===== config.mk =====
export PLATFORM = sky130hd
export DESIGN_NAME = ddr_bank_tracker
export DESIGN_NICKNAME = d
export VERILOG_FILES = /design/src/rtl/ddr_chk_pkg.sv /design/src/rtl/ddr_bank_tracker.sv
export SDC_FILE = /design/constraint.sdc
export NUM_CORES = 1
export LEC_CHECK = 0
export ABC_AREA = 0
export BUFFER_PORTS_ARGS = -buffer_cell sky130_fd_sc_hd__buf_2
export CAP_MARGIN = 20
export CORE_UTILIZATION = 50
export CTS_CLUSTER_SIZE = 24
export DETAILED_ROUTE_END_ITERATION = 8
export GPL_TIMING_DRIVEN = 1
export PLACE_DENSITY = 0.79
export SKIP_LAST_GASP = 1
export SYNTH_ARGS = -nofsm -noshare
export SYNTH_HDL_FRONTEND = slang
export SYNTH_SLANG_ARGS = --single-unit

===== constraint.sdc =====
create_clock -name clk -period 4.3 [get_ports clk]
set_clock_uncertainty 0.1 [all_clocks]
set_input_delay 0.43 -clock clk [delete_from_list [all_inputs] [get_ports clk]]
set_output_delay 0.43 -clock clk [all_outputs]
set_load 0.05 [all_outputs]

===== src/rtl/ddr_chk_pkg.sv =====
package ddr_chk_pkg;

  typedef enum logic [1:0] {
    CMD_NOP = 2'd0,
    CMD_ACT = 2'd1,
    CMD_RD  = 2'd2,
    CMD_PRE = 2'd3
  } cmd_e;

  typedef enum logic [2:0] {
    V_NONE     = 3'd0,
    V_ACT_OPEN = 3'd1,
    V_ACT_TRP  = 3'd2,
    V_RD_TRP   = 3'd3,
    V_RD_IDLE  = 3'd4,
    V_PRE_TRP  = 3'd5,
    V_PRE_AP   = 3'd6,
    V_RD2PRE   = 3'd7
  } viol_e;

  // half burst lengths: data-pair clocks of each burst setting
  localparam int BL4_HALF = 2;
  localparam int BL8_HALF = 4;

endpackage


===== src/rtl/ddr_bank_tracker.sv =====
module ddr_bank_tracker
  import ddr_chk_pkg::*;
#(
  parameter int TRP_W      = 4,
  parameter int AGE_W      = 3,
  parameter int RD2PRE_MIN = 2
) (
  input  logic             clk,
  input  logic             rst_n,
  input  logic             cfg_bl8,
  input  logic [TRP_W-1:0] cfg_trp,
  input  logic             act_go,
  input  logic             rd_go,
  input  logic             rd_ap,
  input  logic             pre_go,
  output logic             is_open,
  output logic             trp_busy,
  output logic             ap_pend,
  output logic             pre_short,
  output logic             pre_trunc
);

  localparam int AP_W = $clog2(BL8_HALF);

  logic             open_q;
  logic             ap_q;
  logic [AP_W-1:0]  apcnt_q;
  logic [TRP_W-1:0] trp_q;
  logic [AGE_W-1:0] age_q;
  logic             rbl8_q;

  logic             ap_fire;
  logic [TRP_W-1:0] trp_load;
  logic [AP_W-1:0]  ap_load;
  logic [AGE_W-1:0] half_age;

  assign ap_fire  = ap_q && (apcnt_q == '0);
  assign trp_load = (cfg_trp == '0) ? '0 : cfg_trp - 1'b1;
  assign ap_load  = cfg_bl8 ? AP_W'(BL8_HALF - 1) : AP_W'(BL4_HALF - 1);
  assign half_age = rbl8_q ? AGE_W'(BL8_HALF) : AGE_W'(BL4_HALF);

  always_ff @(posedge clk) begin
    if (!rst_n) begin
      open_q  <= 1'b0;
      ap_q    <= 1'b0;
      apcnt_q <= '0;
      trp_q   <= '0;
      age_q   <= '1;
      rbl8_q  <= 1'b0;
    end else begin
      if (pre_go || ap_fire) begin
        // explicit or implied precharge: bank closes, recovery starts
        open_q <= 1'b0;
        ap_q   <= 1'b0;
        trp_q  <= trp_load;
      end else begin
        if (trp_q != '0) trp_q <= trp_q - 1'b1;
        if (act_go) open_q <= 1'b1;
        if (rd_go && rd_ap) begin
          ap_q    <= 1'b1;
          apcnt_q <= ap_load;
        end else if (ap_q) begin
          apcnt_q <= apcnt_q - 1'b1;
        end
      end
      // clocks since the last READ, saturating; a new row forgets it
      if (rd_go) begin
        age_q  <= AGE_W'(1);
        rbl8_q <= cfg_bl8;
      end else if (act_go) begin
        age_q <= '1;
      end else if (age_q != '1) begin
        age_q <= age_q + 1'b1;
      end
    end
  end

  assign is_open   = open_q;
  assign trp_busy  = (trp_q != '0);
  assign ap_pend   = ap_q;
  assign pre_short = (age_q < AGE_W'(RD2PRE_MIN));
  assign pre_trunc = (age_q < half_age);

  // an implied precharge closes the bank and loads recovery
  p_ap_close_r8: assert property (@(posedge clk) disable iff (!rst_n)
    ap_fire |=> !open_q && (trp_q == $past(trp_load)));

  // the judge only opens a bank that is closed and recovered
  p_act_idle_r3: assert property (@(posedge clk) disable iff (!rst_n)
    act_go |-> !open_q && (trp_q == '0));

  // an accepted precharge only ever lands on an open bank
  p_pre_open_r13: assert property (@(posedge clk) disable iff (!rst_n)
    pre_go |-> open_q && !ap_q);

  // a pending auto-precharge implies an open bank
  p_ap_open_r5: assert property (@(posedge clk) disable iff (!rst_n)
    ap_q |-> open_q);

  // at most one state change request per bank per cycle
  p_go_single_r11: assert property (@(posedge clk) disable iff (!rst_n)
    $onehot0({act_go, rd_go, pre_go}));

endmodule


# After elaboration in Yosys (flattened, before gate mapping)
# Index checks and enable logic that the tools add are counted.
dict set report word_totals {
  reg_bits 12
  in_bits 11
  out_inout_bits 5
  elab_cells 38
}
dict set report op_classes {
  n_addsub 4
  magnitude_cmp 2
  n_eq_ne 1
  n_mux 10
  bitwise_logic 2
  reduce_logical 12
}
# op n
set ops {}
lappend ops {{3-bit two-way mux} 4}
lappend ops {{4-bit two-way mux} 3}
lappend ops {{4-bit by 1-bit subtractor with 4-bit output, second input constant} 2}
lappend ops {{2-bit two-way mux} 3}
lappend ops {{4-bit logical NOT} 1}
lappend ops {{2-bit nonzero test} 2}
lappend ops {{4-bit nonzero test} 1}
lappend ops {{3-bit by 1-bit adder with 3-bit output, second input constant} 1}
lappend ops {{3-bit by 2-bit < comparator with 1-bit output, second input constant} 1}
lappend ops {{3-bit < comparator} 1}
lappend ops {{3-bit inequality test, second input constant} 1}
lappend ops {{3-bit nonzero test} 1}
lappend ops {{3-bit OR reduction} 1}
lappend ops {{1-bit logical AND} 2}
lappend ops {{2-bit logical NOT} 1}
lappend ops {{1-bit NOT} 2}
lappend ops {{2-bit AND reduction} 1}
lappend ops {{2-bit OR reduction} 1}
lappend ops {{2-bit by 1-bit subtractor with 2-bit output, second input constant} 1}
lappend ops {{1-bit logical OR} 1}

# Longest topological paths before layout
dict set report depth {
  word_depth 5
  depth_mapped 6
  depth_no_buf 6
}

# Worst setup path after synthesis
# Ideal clock, no wire load.
dict set report synth_timing {
  path_type {register to output}
  startpoint {register rbl8_q}
  endpoint {output port pre_trunc}
  arrival_ns 1.363
  required_time_ns 3.770
  setup_slack_ns 2.407
  stages_incl_launch_ff 5
  path_buffers 0
  cell_sequence {dfxtp_1 inv_1 ha_1 o21a_1 nor2_1}
}
dict set report synth_between {
  elab_chain_len 2
}
# element line_no
set synth_rtl {}
lappend synth_rtl {{start: declaration} ddr_bank_tracker.sv:30} ;# logic rbl8_q;
lappend synth_rtl {{start signal: assignment} ddr_bank_tracker.sv:69} ;# rbl8_q <= cfg_bl8;
lappend synth_rtl {{3-bit two-way mux} ddr_bank_tracker.sv:40} ;# assign half_age = rbl8_q ? AGE_W'(BL8_HALF) : AGE_W'(BL4_HALF);
lappend synth_rtl {{3-bit < comparator} ddr_bank_tracker.sv:82} ;# assign pre_trunc = (age_q < half_age);
lappend synth_rtl {{end: declaration} ddr_bank_tracker.sv:20} ;# output logic pre_trunc
# No other way between the ends.

# Worst setup path in the final report
dict set report layout_timing {
  startpoint {register trp_q[0]}
  endpoint {output port trp_busy}
}
dict set report layout_between {
  elab_chain_len 1
}
# element line_no
set layout_rtl {}
lappend layout_rtl {{start: declaration} ddr_bank_tracker.sv:28} ;# logic [TRP_W-1:0] trp_q;
lappend layout_rtl {{start signal: assignment} ddr_bank_tracker.sv:55} ;# trp_q <= trp_load;
lappend layout_rtl {{start signal: assignment} ddr_bank_tracker.sv:57} ;# if (trp_q != '0) trp_q <= trp_q - 1'b1;
lappend layout_rtl {{4-bit nonzero test} ddr_bank_tracker.sv:79} ;# assign trp_busy = (trp_q != '0);
lappend layout_rtl {{end: declaration} ddr_bank_tracker.sv:17} ;# output logic trp_busy,
# No other way between the ends.

==> tab_implementation.tex <==
\begin{tabular}{lr}
\hline
Metric & Value \\
\hline
\multicolumn{2}{l}{\textbf{STA}} \\
Setup repair after global routing missed its margin & false \\
Post-layout min period & 2.02 ns \\
Total negative slack & 0 ns \\
Slew Viols, Final & 0 \\
Worst Max-Slew Pin Slew & 0.353 ns \\
Achievable clock frequency & 496 MHz \\
Post-route setup slack & 2.28 ns \\
Worst slew margin relative to its limit & 76.3\% \\
Final setup vio count & 0 \\
Total count of hold-check failures in the final report & 0 \\
Minimum hold slack & 0.301 ns \\
Final Cycle Share & 46.9\% \\
\multicolumn{2}{l}{\textbf{Global routing}} \\
Met1 layer usage reported by global route & 21.2\% \\
Routing usage on met2 & 34.4\% \\
Number of antenna violations at the first check in global routing & 0 \\
GR met3 Demand/Resource & 5.11\% \\
Global router's overall resource usage & 19.7\% \\
Maximum number of pins on one net before global-route repair & 13 \\
Sum of overflow across all layers after global routing & 0 \\
Wire length of the first global-routing pass & 1.99 mm \\
Vias in the first global route & 519 \\
Busiest layer in global routing & met2 \\
\multicolumn{2}{l}{\textbf{Route}} \\
Drt wl/cell & 11.8 um \\
Iteration-0 DRC Markers & 4 \\
Antenna Violating Nets Remaining & 0 \\
Number of vias after detailed routing & 607 \\
Number of design rule violations left after detail routing & 0 \\
Count of TritonRoute iterations in the first routing pass & 3 \\
Average via count per standard cell & 5.52 \\
Final WL & 1.30 mm \\
\multicolumn{2}{l}{\textbf{CTS}} \\
Library cell used as clock root buffer & clkbuf\_4 \\
Num CTS Buffers & 3 \\
Worst-Skew Late Latency & 0.27 ns \\
CTS tree & yes \\
Number of buffers added to fix hold violations after cts & 0 \\
Clock sink total & 12 \\
Clock-pin slew of the registers on the worst-case setup and hold paths & 0.07 ns \\
Depth of the CTS H-tree & 1 \\
Bufs on Longest Clock Path & 2 \\
Post-CTS Setup Inserts & 0 \\
Number of instances resized during post-cts repair & 0 \\
\multicolumn{2}{l}{\textbf{Cells and area}} \\
Area grow syn2layout & 14.9\% \\
Finished layout cell area & 811 um\^{}2 \\
Number of nets in the layout & 114 \\
Diodes inserted & 0 \\
Ratio of cells with drive above 1 in the final layout & 24.2\% \\
\multicolumn{2}{l}{\textbf{Worst setup path}} \\
Critical Path Source Type & register \\
Terminus of the critical flop-to-flop path & apcnt\_q[1] \\
Worst flop-to-flop path startpoint & apcnt\_q[0] \\
Top fanout value on the critical path & 4 \\
Data required time of the worst path & 3.77 ns \\
Worst Setup Path Type & reg2out \\
Arrival time of data at the critical path endpoint & 1.49 ns \\
Worst-case register-to-register setup slack & 2.70 ns \\
R2r worst-path depth & 6 \\
Endpoint class of the critical path & output port \\
\multicolumn{2}{l}{\textbf{Place}} \\
Worst-case setup slack after placement & 2.57 ns \\
Number of buffer cells added on primary ports & 15 \\
Detailed-placement wirelength estimate & 1.03 mm \\
Post-detailed-placement cell area & 788 um\^{}2 \\
Gpl congestion & 0.817 \\
\multicolumn{2}{l}{\textbf{Yosys}} \\
Post-Synthesis Net Count & 96 \\
Xor and xnor area share after synthesis & 2.48\% \\
Portion of netlist area occupied by mux cells & 5.67\% \\
Compound-Gate Fraction of Synth Area & 20.4\% \\
Share of the synthesized area in the top cell type & 34.0\% \\
Total number of yosys warnings & 0 \\
Adder and majority cell fraction of the synthesized area & 10.6\% \\
Largest family of logic cells by synthesized area & simple AND/OR/NAND/NOR gates \\
Most area-consuming cells after synthesis & dfxtp\_1 (34\%), ha\_1 (11\%), mux2i\_1 (5.7\%) \\
Cell type with the highest aggregate area in the netlist & dfxtp\_1 \\
Portion of the post-synthesis area used by sequential elements & 34.0\% \\
Library cells used by synthesis & 29 \\
Post-synthesis instance area & 706 um\^{}2 \\
Synth Register Bits & 12 \\
Most used flip-flop cell after synthesis & dfxtp\_1 \\
Post-Synth Simple-Gate Area & 21.5\% \\
Most frequently used cell type in the post-synthesis netlist & dfxtp\_1 \\
Leading cell types by count after synthesis & dfxtp\_1 (12), inv\_1 (7), nor2\_1 (7), ha\_1 (6), o21ai\_0 (6) \\
Number of synthesized flops with an enable pin & 0 \\
Async set or reset register ratio after synthesis & 0\% \\
Gate count after technology mapping & 79 \\
Mean post-synth cell area & 8.93 um\^{}2 \\
\multicolumn{2}{l}{\textbf{Power}} \\
Pwr Total & 0.282 mW \\
Power Dens Cells & 348 nW/um\^{}2 \\
Leak & 0.371 nW \\
Worst VDD drop & 0.168 mV \\
\multicolumn{2}{l}{\textbf{Die}} \\
Placeable Area & 1300 um\^{}2 \\
Row Count & 13 \\
Starting utilization of the core area & 54.2\% \\
Die Y & 39.6 um \\
X dimension of the die & 39.6 um \\
Total Die Area & 1570 um\^{}2 \\
Number of ports placed on the die boundary & 16 \\
\multicolumn{2}{l}{\textbf{Run status}} \\
Result of the run & complete, no violations \\
\multicolumn{2}{l}{\textbf{Hold path}} \\
Worst Min Path Start & act\_go \\
Min-Delay Path Class & in2reg \\
Hold-critical path endpoint & age\_q[0] \\
Number of cells on the worst hold path & 3 \\
\multicolumn{2}{l}{\textbf{Run}} \\
Maximum capacitance violations & 0 \\
\hline
\end{tabular}
[worst max-delay path, cell delays in order (launching register included)]
cell	delay, ns
dfxtp_1	0.33
inv_1	0.09
ha_1	0.19
nor3b_2	0.31
inv_1	0.08
buf_2	0.22
[metal layers]
| layer | part of all wire (%) | wire (um) |
|---|---|---|
| met1 | 43 | 555 |
| met2 | 52 | 675 |
| met3 | 2.5 | 32 |
| met4 | 2.4 | 31 |
| met5 | 0 | 0 |
[state kept, by name, indices dropped and copies added, names as in the netlist]
register,flops
rbl8_q,1
age_q,3
apcnt_q,2
is_open,1
ap_pend,1
trp_q,4
[layout make-up]
cell class / instances / area (um^2)
Clock buffer: 3 / 22.5
Fill cell: 133 / 490
Inverter: 7 / 26.3
Multi-Input combinational cell: 58 / 428
Sequential cell: 12 / 240
Tap cell: 15 / 18.8
Timing Repair Buffer: 15 / 75.1
[worst max path at each step]
stage	from	endpoint	slack (ns)	cells after the start
floorplan	rbl8_q	pre_trunc	2.41	4
global placement	trp_q[0]	trp_busy	2.68	5
detailed placement	trp_q[0]	trp_busy	2.57	5
CTS	trp_q[0]	trp_busy	2.27	5
global route	trp_q[0]	trp_busy	2.20	5
finish	trp_q[0]	trp_busy	2.28	5
[cells in the final DEF (no fill, tap or decap), types with 2 or more instances in the layout]
cell       n
and2_1     2
o211a_1    2
nor2_1     7
a211oi_1   3
o21ai_0    6
buf_2     15
ha_1       6
nand3_1    3
mux2i_1    4
nor3_1     3
nor2b_1    4
inv_1      7
dfxtp_1   12
a21oi_1    4
clkbuf_4   3
[metrics by stage]
stage	cells	util, %
4_1_cts	110	62.3
2_1_floorplan	79	-
5_1_grt	110	62.3
3_5_place_dp	107	60.6
6_report	110	62.3
3_3_place_gp	107	60.6
[power by group]
part / internal [mW] / leakage [nW] / switching [mW] / total (mW)
Clock: 0.0324 / 0.0138 / 0.0361 / 0.0685
Combinational: 0.0344 / 0.258 / 0.0517 / 0.0861
Sequential: 0.120 / 0.0992 / 0.00746 / 0.127
[cells by family after synthesis]
logic type	Yosys count
AO/OA/AOI/OAI	21
XOR/XNOR	2
adder cells (fa/ha/maj)	6
buffers and inverters	9
flip-flops	12
multiplexers	4
AND/OR/NAND/NOR	25
(Power assumes the default switching activity.)
